$ cat src/rtl/rq_pkg.sv
package rq_pkg;
  // Per-cycle strobes from control to datapath
  typedef struct packed {
    logic alloc;   // write a new slot at the tail
    logic cmplWr;  // record a completion at cmplTag
    logic retire;  // release head slot
    logic flush;   // head faulted: drop everything
  } rqStrobe_t;
endpackage

$ cat src/rtl/rq_ctrl.sv
module rq_ctrl
  import rq_pkg::*;
#(
  parameter int DEPTH = 8,
  parameter int PTR_W = $clog2(DEPTH)
) (
  input  logic             clk,
  input  logic             rstN,
  input  logic             allocValid,
  input  logic             cmplValid,
  input  logic             headValid,
  input  logic             headDone,
  input  logic             headExc,
  output rqStrobe_t        st,
  output logic [PTR_W-1:0] headPtr,
  output logic [PTR_W-1:0] tailPtr,
  output logic             allocReady,
  output logic             full,
  output logic             empty
);
  localparam int CNT_W = $clog2(DEPTH + 1);

  logic [CNT_W-1:0] count;
  logic             flushNow;
  logic             retireNow;

  function automatic logic [PTR_W-1:0] nextPtr(input logic [PTR_W-1:0] p);
    if (p == PTR_W'(DEPTH - 1)) return '0;
    return p + 1'b1;
  endfunction

  always_comb begin
    empty      = (count == '0);
    full       = (count == CNT_W'(DEPTH));
    flushNow   = headValid && headDone && headExc;
    retireNow  = headValid && headDone && !headExc;
    allocReady = !full && !flushNow;
    st.alloc   = allocValid && allocReady;
    st.cmplWr  = cmplValid && !flushNow;
    st.retire  = retireNow;
    st.flush   = flushNow;
  end

  always_ff @(posedge clk) begin
    if (!rstN) begin
      headPtr <= '0;
      tailPtr <= '0;
      count   <= '0;
    end else if (st.flush) begin
      headPtr <= nextPtr(headPtr);
      tailPtr <= nextPtr(headPtr);
      count   <= '0;
    end else begin
      if (st.retire) headPtr <= nextPtr(headPtr);
      if (st.alloc)  tailPtr <= nextPtr(tailPtr);
      count <= count + CNT_W'(st.alloc) - CNT_W'(st.retire);
    end
  end
endmodule

$ cat src/rtl/rq_data.sv
module rq_data
  import rq_pkg::*;
#(
  parameter int DEPTH  = 8,
  parameter int PTR_W  = $clog2(DEPTH),
  parameter int DATA_W = 32,
  parameter int ADDR_W = 32,
  parameter int PC_W   = 32,
  parameter int REG_W  = 5
) (
  input  logic              clk,
  input  logic              rstN,
  input  rqStrobe_t         st,
  input  logic [PTR_W-1:0]  headPtr,
  input  logic [PTR_W-1:0]  tailPtr,
  input  logic [PC_W-1:0]   allocPc,
  input  logic [REG_W-1:0]  allocDestReg,
  input  logic              allocIsStore,
  input  logic [PTR_W-1:0]  cmplTag,
  input  logic [DATA_W-1:0] cmplValue,
  input  logic [ADDR_W-1:0] cmplStAddr,
  input  logic [DATA_W-1:0] cmplStData,
  input  logic              cmplExc,
  output logic              headValid,
  output logic              headDone,
  output logic              headExc,
  output logic [PC_W-1:0]   headPc,
  output logic              regWe,
  output logic [REG_W-1:0]  regId,
  output logic [DATA_W-1:0] regValue,
  output logic              memWe,
  output logic [ADDR_W-1:0] memAddr,
  output logic [DATA_W-1:0] memData
);
  logic [DEPTH-1:0]  slotValid;
  logic [DEPTH-1:0]  slotDone;
  logic [DEPTH-1:0]  slotExc;
  logic [DEPTH-1:0]  slotStore;
  logic [REG_W-1:0]  slotDest  [DEPTH];
  logic [PC_W-1:0]   slotPc    [DEPTH];
  logic [DATA_W-1:0] slotValue [DEPTH];
  logic [ADDR_W-1:0] slotAddr  [DEPTH];
  logic [DATA_W-1:0] slotData  [DEPTH];

  for (genvar i = 0; i < DEPTH; i++) begin : g_slot
    logic hitAlloc;
    logic hitCmpl;
    logic hitRetire;
    assign hitAlloc  = st.alloc && (tailPtr == PTR_W'(i));
    assign hitCmpl   = st.cmplWr && (cmplTag == PTR_W'(i)) && slotValid[i];
    assign hitRetire = st.retire && (headPtr == PTR_W'(i));

    always_ff @(posedge clk) begin
      if (!rstN) begin
        slotValid[i] <= 1'b0;
        slotDone[i]  <= 1'b0;
        slotExc[i]   <= 1'b0;
      end else if (st.flush) begin
        slotValid[i] <= 1'b0;
        slotDone[i]  <= 1'b0;
      end else if (hitAlloc) begin
        slotValid[i] <= 1'b1;
        slotDone[i]  <= 1'b0;
        slotExc[i]   <= 1'b0;
      end else if (hitRetire) begin
        slotValid[i] <= 1'b0;
        slotDone[i]  <= 1'b0;
      end else if (hitCmpl) begin
        slotDone[i]  <= 1'b1;
        slotExc[i]   <= cmplExc;
      end
    end

    always_ff @(posedge clk) begin
      if (hitAlloc) begin
        slotPc[i]    <= allocPc;
        slotDest[i]  <= allocDestReg;
        slotStore[i] <= allocIsStore;
      end
      if (hitCmpl) begin
        slotValue[i] <= cmplValue;
        slotAddr[i]  <= cmplStAddr;
        slotData[i]  <= cmplStData;
      end
    end
  end

  always_comb begin
    headValid = slotValid[headPtr];
    headDone  = slotDone[headPtr];
    headExc   = slotExc[headPtr];
    headPc    = slotPc[headPtr];
    regWe     = st.retire && !slotStore[headPtr] && (slotDest[headPtr] != '0);
    regId     = slotDest[headPtr];
    regValue  = slotValue[headPtr];
    memWe     = st.retire && slotStore[headPtr];
    memAddr   = slotAddr[headPtr];
    memData   = slotData[headPtr];
  end
endmodule

$ cat src/rtl/retire_queue.sv
module retire_queue
  import rq_pkg::*;
#(
  parameter int              DEPTH      = 8,
  parameter int              DATA_W     = 32,
  parameter int              ADDR_W     = 32,
  parameter int              PC_W       = 32,
  parameter int              REG_W      = 5,
  parameter logic [PC_W-1:0] HANDLER_PC = 32'h0000_0080,
  localparam int             PTR_W      = $clog2(DEPTH)
) (
  input  logic              clk,
  input  logic              rstN,
  input  logic              allocValid,
  input  logic [PC_W-1:0]   allocPc,
  input  logic [REG_W-1:0]  allocDestReg,
  input  logic              allocIsStore,
  output logic              allocReady,
  output logic [PTR_W-1:0]  allocTag,
  input  logic              cmplValid,
  input  logic [PTR_W-1:0]  cmplTag,
  input  logic [DATA_W-1:0] cmplValue,
  input  logic [ADDR_W-1:0] cmplStAddr,
  input  logic [DATA_W-1:0] cmplStData,
  input  logic              cmplExc,
  output logic              regWe,
  output logic [REG_W-1:0]  regId,
  output logic [DATA_W-1:0] regValue,
  output logic              memWe,
  output logic [ADDR_W-1:0] memAddr,
  output logic [DATA_W-1:0] memData,
  output logic              redirect,
  output logic [PC_W-1:0]   redirectPc,
  output logic [PC_W-1:0]   faultPc,
  output logic              full,
  output logic              empty
);
  rqStrobe_t        st;
  logic [PTR_W-1:0] headPtr;
  logic [PTR_W-1:0] tailPtr;
  logic             headValid;
  logic             headDone;
  logic             headExc;
  logic [PC_W-1:0]  headPc;

  rq_ctrl #(.DEPTH(DEPTH), .PTR_W(PTR_W)) u_ctrl (
    .clk        (clk),
    .rstN       (rstN),
    .allocValid (allocValid),
    .cmplValid  (cmplValid),
    .headValid  (headValid),
    .headDone   (headDone),
    .headExc    (headExc),
    .st         (st),
    .headPtr    (headPtr),
    .tailPtr    (tailPtr),
    .allocReady (allocReady),
    .full       (full),
    .empty      (empty)
  );

  rq_data #(
    .DEPTH(DEPTH), .PTR_W(PTR_W), .DATA_W(DATA_W),
    .ADDR_W(ADDR_W), .PC_W(PC_W), .REG_W(REG_W)
  ) u_data (
    .clk          (clk),
    .rstN         (rstN),
    .st           (st),
    .headPtr      (headPtr),
    .tailPtr      (tailPtr),
    .allocPc      (allocPc),
    .allocDestReg (allocDestReg),
    .allocIsStore (allocIsStore),
    .cmplTag      (cmplTag),
    .cmplValue    (cmplValue),
    .cmplStAddr   (cmplStAddr),
    .cmplStData   (cmplStData),
    .cmplExc      (cmplExc),
    .headValid    (headValid),
    .headDone     (headDone),
    .headExc      (headExc),
    .headPc       (headPc),
    .regWe        (regWe),
    .regId        (regId),
    .regValue     (regValue),
    .memWe        (memWe),
    .memAddr      (memAddr),
    .memData      (memData)
  );

  assign allocTag   = tailPtr;
  assign redirect   = st.flush;
  assign faultPc    = headPc;
  assign redirectPc = HANDLER_PC;
endmodule

$ cat config.mk
export PLATFORM = sky130hd
export DESIGN_NAME = retire_queue
export DESIGN_NICKNAME = d
export VERILOG_FILES = /design/src/rtl/rq_pkg.sv /design/src/rtl/rq_ctrl.sv /design/src/rtl/rq_data.sv /design/src/rtl/retire_queue.sv
export SDC_FILE = /design/constraint.sdc
export NUM_CORES = 1
export LEC_CHECK = 0
export CORE_MARGIN = 2
export CORE_UTILIZATION = 30
export DETAILED_ROUTE_END_ITERATION = 12
export HOLD_SLACK_MARGIN = 0.06
export PLACE_DENSITY_LB_ADDON = 0.08
export SLEW_MARGIN = 10
export SYNTH_ARGS = -nofsm -noshare
export SYNTH_HDL_FRONTEND = slang
export SYNTH_HIERARCHICAL = 1
export SYNTH_SLANG_ARGS = --single-unit
$ cat constraint.sdc
create_clock -name clk -period 7.1 [get_ports clk]
set_clock_uncertainty 0.05 [all_clocks]
set_input_delay 0.71 -clock clk [delete_from_list [all_inputs] [get_ports clk]]
set_output_delay 0.71 -clock clk [all_outputs]
set_load 0.01 [all_outputs]
Yosys cells after proc, flatten, opt, wreduce, memory -nomap -nowiden
Memories as Yosys holds them, arrays and structs flattened. A register that Yosys moved wholly into a read port is not among the register bits. Cells that the tools add are included.

Register bits: 42. Latch bits: 0. RAM bits: 1064. ROM bits: 0. Input port bits: 142. Memories kept: 5.

$add $sub $neg: 4. Multipliers: 0. Divide/modulo/power cells: 0. Order comparisons: 1. Equality and inequality tests: 30. Shifts and indexed selects: 0. Mux-type cells: 214. Bitwise gates (word level): 2. Reductions and logical operators: 120.

Memories: u_data.slotAddr (words 8, width 32, rd ports 1, clocked after memory_dff 1, write ports 1, line rq_data.sv:42) `logic [ADDR_W-1:0] slotAddr [DEPTH];`; u_data.slotData (words 8, width 32, rd ports 1, clocked after memory_dff 1, write ports 1, line rq_data.sv:43) `logic [DATA_W-1:0] slotData [DEPTH];`; u_data.slotPc (words 8, width 32, rd ports 1, clocked after memory_dff 1, write ports 1, line rq_data.sv:40) `logic [PC_W-1:0] slotPc [DEPTH];`; u_data.slotValue (words 8, width 32, rd ports 1, clocked after memory_dff 1, write ports 1, line rq_data.sv:41) `logic [DATA_W-1:0] slotValue [DEPTH];`; u_data.slotDest (words 8, width 5, rd ports 1, clocked after memory_dff 1, write ports 1, line rq_data.sv:39) `logic [REG_W-1:0] slotDest [DEPTH];`.

Operators by type and width (number): 32-bit two-way mux (28); 32-bit OR reduction (28); 3-bit two-way mux (54); 1-bit two-way mux (121); 1-bit logical AND (41); 3-bit equality test, second input constant (12); 2-bit nonzero test (18); 5-bit two-way mux (7); 5-bit OR reduction (7); 4-bit OR reduction (8); 3-bit AND reduction (8); 3-bit by 2-bit equality test with 1-bit output, second input constant (6); 2-bit by 1-bit inequality test with 1-bit output, second input constant (8); 1-bit binary-select mux with 3-bit select (4); 3-bit by 1-bit equality test with 1-bit output, second input constant (3); 3-bit logical NOT (3); 3-bit by 1-bit adder with 3-bit output, second input constant (2); 5-bit nonzero test (1); 4-bit by 1-bit adder with 4-bit output (1); 4-bit equality test, second input constant (1); 1-bit logical NOT (4); 4-bit logical NOT (1); 3-bit by 4-bit < comparator with 1-bit output, second input constant (1); 4-bit by 1-bit subtractor with 4-bit output (1); other kinds (2) (3).

Logic depth before layout (Yosys ltp)
Gate-level depths: netlist (run 1).

Depth in word-level cells: 18. Gate-level depth with buffers: 14.

Hierarchy
The synthesis (run 1) kept the hierarchy.

By module, submodules not included: rq_data (times used 1, cells each 1701, area each 41424.7 um^2); rq_ctrl (times used 1, cells each 73, area each 631.9 um^2); retire_queue (times used 1, cells each 34, area each 247.7 um^2).

Worst setup path before layout (run 1)
Ideal clock, no wire load.

Kind: reg2reg. Start point: register u_ctrl.headPtr[0]. End point: register u_data.slotExc[1]. Data arrival time: 5935 ps. Data required time: 6918 ps. Setup slack: 984 ps. Cell stages (with the launch flop): 13. Path buffers: 3. Clock period less this slack: 6116 ps. Cell sequence: dfxtp_1 -> buf_2 -> clkbuf_1 -> buf_2 -> mux4_2 -> mux2_2 -> nand3_1 -> inv_1 -> nor3_1 -> nand2b_1 -> nor3b_1 -> nand4b_1 -> a21boi_0.

RTL lines: from (decl) (line rq_ctrl.sv:15) `output logic [PTR_W-1:0] headPtr,`; from (signal assigned) (line rq_ctrl.sv:50) `headPtr <= nextPtr(headPtr);`; from (signal assigned) (line rq_ctrl.sv:54) `if (st.retire) headPtr <= nextPtr(headPtr);`; to (signal, indexed assignment) (line rq_data.sv:70) `slotExc[i] <= cmplExc;`; to (decl) (line rq_data.sv:37) `logic [DEPTH-1:0] slotExc;`.

==> metrics.csv, run 1 <==
metric;value;unit
routed wire length;105;mm
CTS clk-pin slew, worst paths;50;ps
Placed Cells incl. Taps;3911;
Die ar.;144000;um2
PostCTS Resize Cnt;0;
Final Max Slew Viols;0;
status;completed;
post-synthesis cell count;1808;
met3 Usage GRT;3.63;%
Setup TNS Final;0;ps
post-synthesis sequential element count;1106;
CP delay by family, top;buffers and inverters;
top cells by area, synth;edfxtp_1 76%, mux4_2 14%, mux2_2 3.7%, dfxtp_1 1.6%, buf_4 0.60%;
number of global-route vias before repair;21200;
CTS Hold Bufs;0;
leading area contributor after synthesis;edfxtp_1;
die width;380;um
FP Rows;137;
worst path required time;6340;ps
Die Y;380;um
area delta synth->final;21.6;%
met2 usage;23.8;%
reported max-cap violation count;0;
deepest clock path buffer count;3;
hold crit path type;reg -> reg;
Pwr Density;275;nW/um2
Rel. slew slack;28.6;%
DRC Markers;0;
clk_lat worst skew;750;ps
setup repair after global routing missed its margin;no;
P_int;11200;uW
Max Freq;0.191;GHz
Lkg Pwr;0.0156;uW
first-pass GRT wire length;152;mm
FF/Latch Area;32900;um2
CTS sink cnt;1106;
num ports;316;
placed cell areas;47400;um2
WP data arrival;4480;ps
crit path time final;5240;ps
Total Nets Final;2321;
DR iter-0 viols;1252;
clk root buf;clkbuf_16;
syn avg cell area;23.4;um2
H-tree Lvls;4;
crit path cell chain;buf_4, buf_12, mux4_2, mux2_2, clkdlybuf4s50_1;
Flop pwr share;51.5;%
largest net degree at the start of global routing;128;
Multi-input gate area;8950;um2
Starting Density;30.3;%
crit-path max cell delay;680;ps
fraction of layout cells with a size suffix above 1;27.7;%
worst path bufs/invs;3;
Final Hold Fails;0;
Final Cell Area;51400;um2
register area share after synthesis;77.7;%
via count;19500;
Num CTS Buffers;131;
critical path type;reg -> out;
First-pass DRT Iterations;7;
area share of the largest cell type after synthesis;76.1;%
RePlAce Congestion;0.705;
gr usage total;14.6;%
switching power total;2960;uW
CTS tree;built;
Routed WL per cell;25.3;um
via/cell ratio;4.71;
Synth cell types;43;
initial antenna violation count;10;
core area;140000;um2
# port buffers;283;
Cell Area, Synth;42300;um2
Gate power share;4.1;%
post-CTS setup buffer count;0;
Startpoint Class;register;
switching part of the total;20.9;%
Crit Path Max Fanout;98;
non-filler cells, final;4147;
gr ovfl total;0;
kind of end point of the critical path;output port;
period utilization;73.8;%
Setup-failing EPs final;0;
Post-DP HPWL;55.6;mm
Fillers;12700;
met1 Use GR;19.2;%
Yosys warning total;6;
Routed Antenna Nets;0;
Worst-Margin Slew;1070;ps
maximum vdd drop;0.000165;V
Most Crowded Layer GR;met2;
slowest CP cell;dfxtp_4;
clock network power share;44.4;%
==> worst register-to-register path, stage by stage, from the launching register on <==
cell and delay, ps:
dfxtp_4 680, mux4_2 580, mux2_2 320, nand3_1 330, inv_1 340, nor3_1 480, nand2b_1 300, nor2_4 770
buf_4 460
==> kinds of logic (layout without fill, tap and decap cells) <==
kind of cell / Yosys count / in the layout / share of synthesized area, %
other cells: 2 / 33 / 0.0178
fa+ha+maj: 11 / 11 / 0.343
mux: 414 / 414 / 18.3
simple gates: 86 / 86 / 1.11
compound gates: 61 / 61 / 0.905
buf+inv: 127 / 559 / 1.59
xor+xnor: 1 / 1 / 0.0207
flops: 1106 / 1106 / 77.7
==> stage by stage <==
stage / utilization [%] / hold slack, ps / setup WS, ps / power [uW]
floorplan: - / 392 / 984 / 7680
global placement: 34.0 / 434 / 2480 / 8010
detailed placement: 34.0 / 436 / 2280 / 8020
CTS: 36.8 / 444 / 1650 / 14400
global route: 36.8 / 470 / 1470 / 14700
finish: 36.8 / 444 / 1860 / 14200
==> routing by layer <==
layer,part of all wire [%],routed length [um]
met1,44,46100
met2,49,51800
met3,4.8,5030
met4,1.9,2040
met5,0.070,74
==> cell usage in the layout (no fill, tap or decap), types with 3 or more instances in the layout <==
cell type / count
edfxtp_1: 1072
clkdlybuf4s50_1: 283
mux4_2: 265
mux2_2: 138
clkbuf_16: 133
clkinv_1: 34
conb_1: 32
dfxtp_1: 31
clkbuf_1: 27
clkinv_2: 23
a21oi_1: 22
buf_4: 19
o21ai_0: 15
nand3_1: 14
nor2b_1: 14
nor2_1: 13
buf_12: 12
a21boi_0: 11
nand2_1: 10
ha_1: 10
inv_1: 8
mux4_1: 7
bufinv_16: 6
and3_4: 6
o211a_1: 6
and3_1: 5
inv_6: 4
clkinv_8: 4
mux2i_1: 4
nor2_4: 4
clkinvlp_4: 3
a31oi_1: 3
dfxtp_4: 3
nand2b_1: 3
==> synthesized netlist by cell type, drive strengths merged <==
cell type / number
nor2b: 14
ha: 10
o311a: 1
a21o: 1
or3b: 1
mux2: 138
buf: 99
fa: 1
nor3: 3
nor4b: 1
nor2: 17
a31oi: 3
inv: 10
nand3b: 1
edfxtp: 1072
o21ai: 15
or4: 1
nand3: 14
nor3b: 1
o211a: 6
nand2b: 3
a21boi: 11
xor2: 1
and2: 2
nand2: 10
and4: 2
clkbuf: 18
o2111a: 1
a21oi: 22
mux2i: 4
mux4: 272
nand4b: 2
dfxtp: 34
nand4: 2
conb: 2
a22oi: 1
and3: 11
or3: 1
==> registers in the layout, indices dropped and copies added (netlist names) <==
register	flops
u_data/slotValid	8
u_data/slotDone	8
u_ctrl/headPtr	3
u_data/slotStore	8
u_data/slotData	256
u_ctrl/tailPtr	3
u_data/slotPc	256
u_ctrl/count	4
u_data/slotDest	40
u_data/slotAddr	256
u_data/slotExc	8
u_data/slotValue	256
==> worst paths after layout <==
path	start	end	slack, ps	depth (start not counted)
worst max-delay path	u_ctrl/headPtr[0]	regValue[12]	1860	5
worst min-delay path	u_data/slotExc[6]	u_data/slotExc[6]	440	2
worst max register to register	u_ctrl/headPtr[0]	u_data/slotPc[3][27]	2430	8
worst min register to register	u_data/slotExc[6]	u_data/slotExc[6]	440	2
==> power groups by stage <==
stage / Combinational [uW] / Sequential, uW / Clock [uW]
after floorplan: 245 / 7430 / 0
after global placement: 583 / 7430 / 0
after detailed placement: 593 / 7430 / 0
after CTS: 596 / 7300 / 6510
after global routing: 632 / 7300 / 6770
final: 577 / 7300 / 6280
==> final cells by class <==
class                           count  share of cell area [%]
Sequential cell                  1106                    63.9
Multi-Input combinational cell    605                    17.4
Tap cell                         1876                    4.56
Clock buffer                      160                    6.67
Timing Repair Buffer              314                    6.25
Clock inverter                     75                    1.13
Inverter                           10                  0.0730
Antenna cell                        1                 0.00486
Note: power is estimated with default switching activity, not from simulation.
==> inputs of run 2 (changes only) <==
clock period = 4.79 ns   (was 7.1 ns; I/O delays follow)
==> run 2 against run 1 <==
Worst setup slack got worse by 1500 ps. Die area stayed put. Flip-flop and latch count stayed put. Combinational power grew 57%. Critical path type unchanged. Critical path depth stayed put. First-iteration DRC count rose by 4.7%. Worst hold slack got worse by 23 ps. Critical endpoint is now memData[18]. Core utilization grew 0.39 points. Sequential power is 48% higher.
==> metrics.csv, run 2 (synthesized netlist as in run 1, its figures left out) <==
metric;value;unit;change
initial antenna violation count;21;;+11
FF/Latch Area;32900;um2;unchanged
FF-to-FF Start;u_ctrl/headPtr[0];;
reg2reg path depth;7;;-1
worst path required time;4260;ps;-2080 ps
Final Hold Fails;0;;unchanged
largest net degree at the start of global routing;116;;-9.4%
commonest non-fill, non-tap cell in the layout;edfxtp_1;;
Die Y;380;um;unchanged
CTS sink cnt;1106;;unchanged
last element of the critical path;memData[18];;
clk root buf;clkbuf_16;;
Routed WL per cell;26.2;um;+3.2%
Pwr Density;409;nW/um2;+49%
Total Nets Final;2350;;+1.2%
crit path time final;4450;ps;
number of global-route vias before repair;21500;;+1.1%
maximum vdd drop;0.000251;V;+52%
RePlAce Congestion;0.705;;about the same
Setup TNS Final;0;ps;unchanged
Rel. slew slack;28.5;%;-0.15 points
Die ar.;144000;um2;unchanged
CTS tree;built;;
gr ovfl total;0;;unchanged
FP Rows;137;;unchanged
hold crit path type;in -> reg;;
R2R Setup Slk;990;ps;-1440 ps
switching power total;4420;uW;+49%
via/cell ratio;4.72;;+0.31%
deepest clock path buffer count;3;;unchanged
Worst-Margin Slew;1070;ps;+6.15 ps
Reg-to-Reg End;u_data/slotValue[1][10];;
DR iter-0 viols;1311;;+4.7%
placed cell areas;47800;um2;+0.80%
fraction of layout cells with a size suffix above 1;28.6;%;+0.91 points
Routed Antenna Nets;0;;unchanged
status;completed;;
Setup-failing EPs final;0;;unchanged
critical path type;reg -> out;;
Crit Path Max Fanout;32;;-67%
Final Max Slew Viols;0;;unchanged
switching part of the total;20.8;%;-0.16 points
first-pass GRT wire length;158;mm;+3.7%
kind of end point of the critical path;output port;;
DRC Markers;0;;unchanged
H-tree Lvls;4;;unchanged
P_int;16900;uW;+51%
area delta synth->final;22.9;%;
reported max-cap violation count;0;;unchanged
commonest non-fill, non-tap cells in the layout;1,072 x edfxtp_1, 283 x clkdlybuf4s50_1, 265 x mux4_2;;
WP data arrival;3920;ps;-560 ps
Startpoint Class;register;;
die width;380;um;unchanged
clk_lat worst skew;750;ps;about the same
post-CTS setup buffer count;0;;unchanged
gr usage total;15.1;%;+0.59 points
Num CTS Buffers;132;;+0.76%
First-pass DRT Iterations;5;;-2
routed wire length;109;mm;+4.1%
num ports;316;;unchanged
Gate power share;4.3;%;+0.2 points
clock network power share;44.9;%;+0.5 points
Post-DP HPWL;62.7;mm;+13%
Fillers;12700;;-0.17%
launch point of the critical path;u_ctrl/headPtr[0];;
# port buffers;283;;unchanged
CTS clk-pin slew, worst paths;60;ps;about the same
setup repair after global routing missed its margin;no;;
via count;19700;;+1.1%
Flop pwr share;50.8;%;-0.7 points
Lkg Pwr;0.0159;uW;+1.6%
core area;140000;um2;unchanged
Starting Density;30.3;%;unchanged
Final Cell Area;52000;um2;+1.1%
Max Freq;0.225;GHz;
Multi-input gate area;8970;um2;+0.21%
period utilization;92.8;%;
-- run 2: changes by cell type in the layout (fill, tap and decap cells not counted), sizes merged --
cell      previous run  this run
bufinv               6         7
clkbuf             160       173
clkinvlp             3         2
clkinv              61        54
inv                 15        14
buf                 31        59
-- run 2: stage by stage --
| step | std cells | setup WS (ps) | total power (uW) | hold WS, ps | util [%] |
|---|---|---|---|---|---|
| floorplan | 1838 | 84.9 | 11400 | 392 | - |
| global placement | 3939 | 902 | 11900 | 422 | 34.2 |
| detailed placement | 3939 | 884 | 11900 | 434 | 34.2 |
| CTS | 4179 | 41.4 | 21700 | 339 | 37.2 |
| global route | 4180 | 37.7 | 22100 | 394 | 37.2 |
| finish | 4180 | 343 | 21300 | 422 | 37.2 |
-- run 2: how the worst min path moves through the flow --
stage / startpoint / to / slack [ps] / cells after the start
CTS: allocPc[23] / u_data/slotPc[7][23] / 340 / 1
finish: allocPc[24] / u_data/slotPc[4][24] / 420 / 1
detailed placement: u_data/slotExc[3] / u_data/slotExc[3] / 430 / 2
global placement: u_data/slotExc[3] / u_data/slotExc[3] / 420 / 2
floorplan: u_data/slotValid[5] / u_data/slotValid[5] / 390 / 2
global route: allocPc[21] / u_data/slotPc[2][21] / 390 / 1
-- run 2: layout make-up --
type                            count  area share, %
Sequential cell                  1106           63.2
Multi-Input combinational cell    605           17.3
Clock buffer                      173           6.93
Timing Repair Buffer              342           6.89
Tap cell                         1876           4.51
Clock inverter                     67           1.08
Inverter                           10         0.0722
Antenna cell                        1        0.00481
-- run 2: power by group through the flow --
stage	Combinational (uW)	Sequential, uW	Clock (uW)
after floorplan	365	11000	0
after global placement	919	11000	0
after detailed placement	932	11000	0
after CTS	939	10800	9910
after global routing	989	10800	10300
final	907	10800	9570
-- run 2: repair_timing --
| item | in CTS | in global routing |
|---|---|---|
| hold buffers | 0 | 0 |
| endpoints found under the setup margin | 0 | 4 |
| gates resized for setup | 0 | 2 |
-- run 2: worst max-delay path: stages, from the launching register on --
cell and delay (ps):
dfxtp_4 480, buf_4 540, buf_4 680, mux4_2 580, mux2_2 320, clkdlybuf4s50_1 490
-- run 2: per-layer routing --
layer  GRT usage (%)  wire (um)  vias to the layer above
li1                -          -                     8410
met1            19.8      47400                    10700
met2            25.0      53900                      462
met3            3.72       5400                      184
met4            4.46       2460                       24
met5               0        169                        -
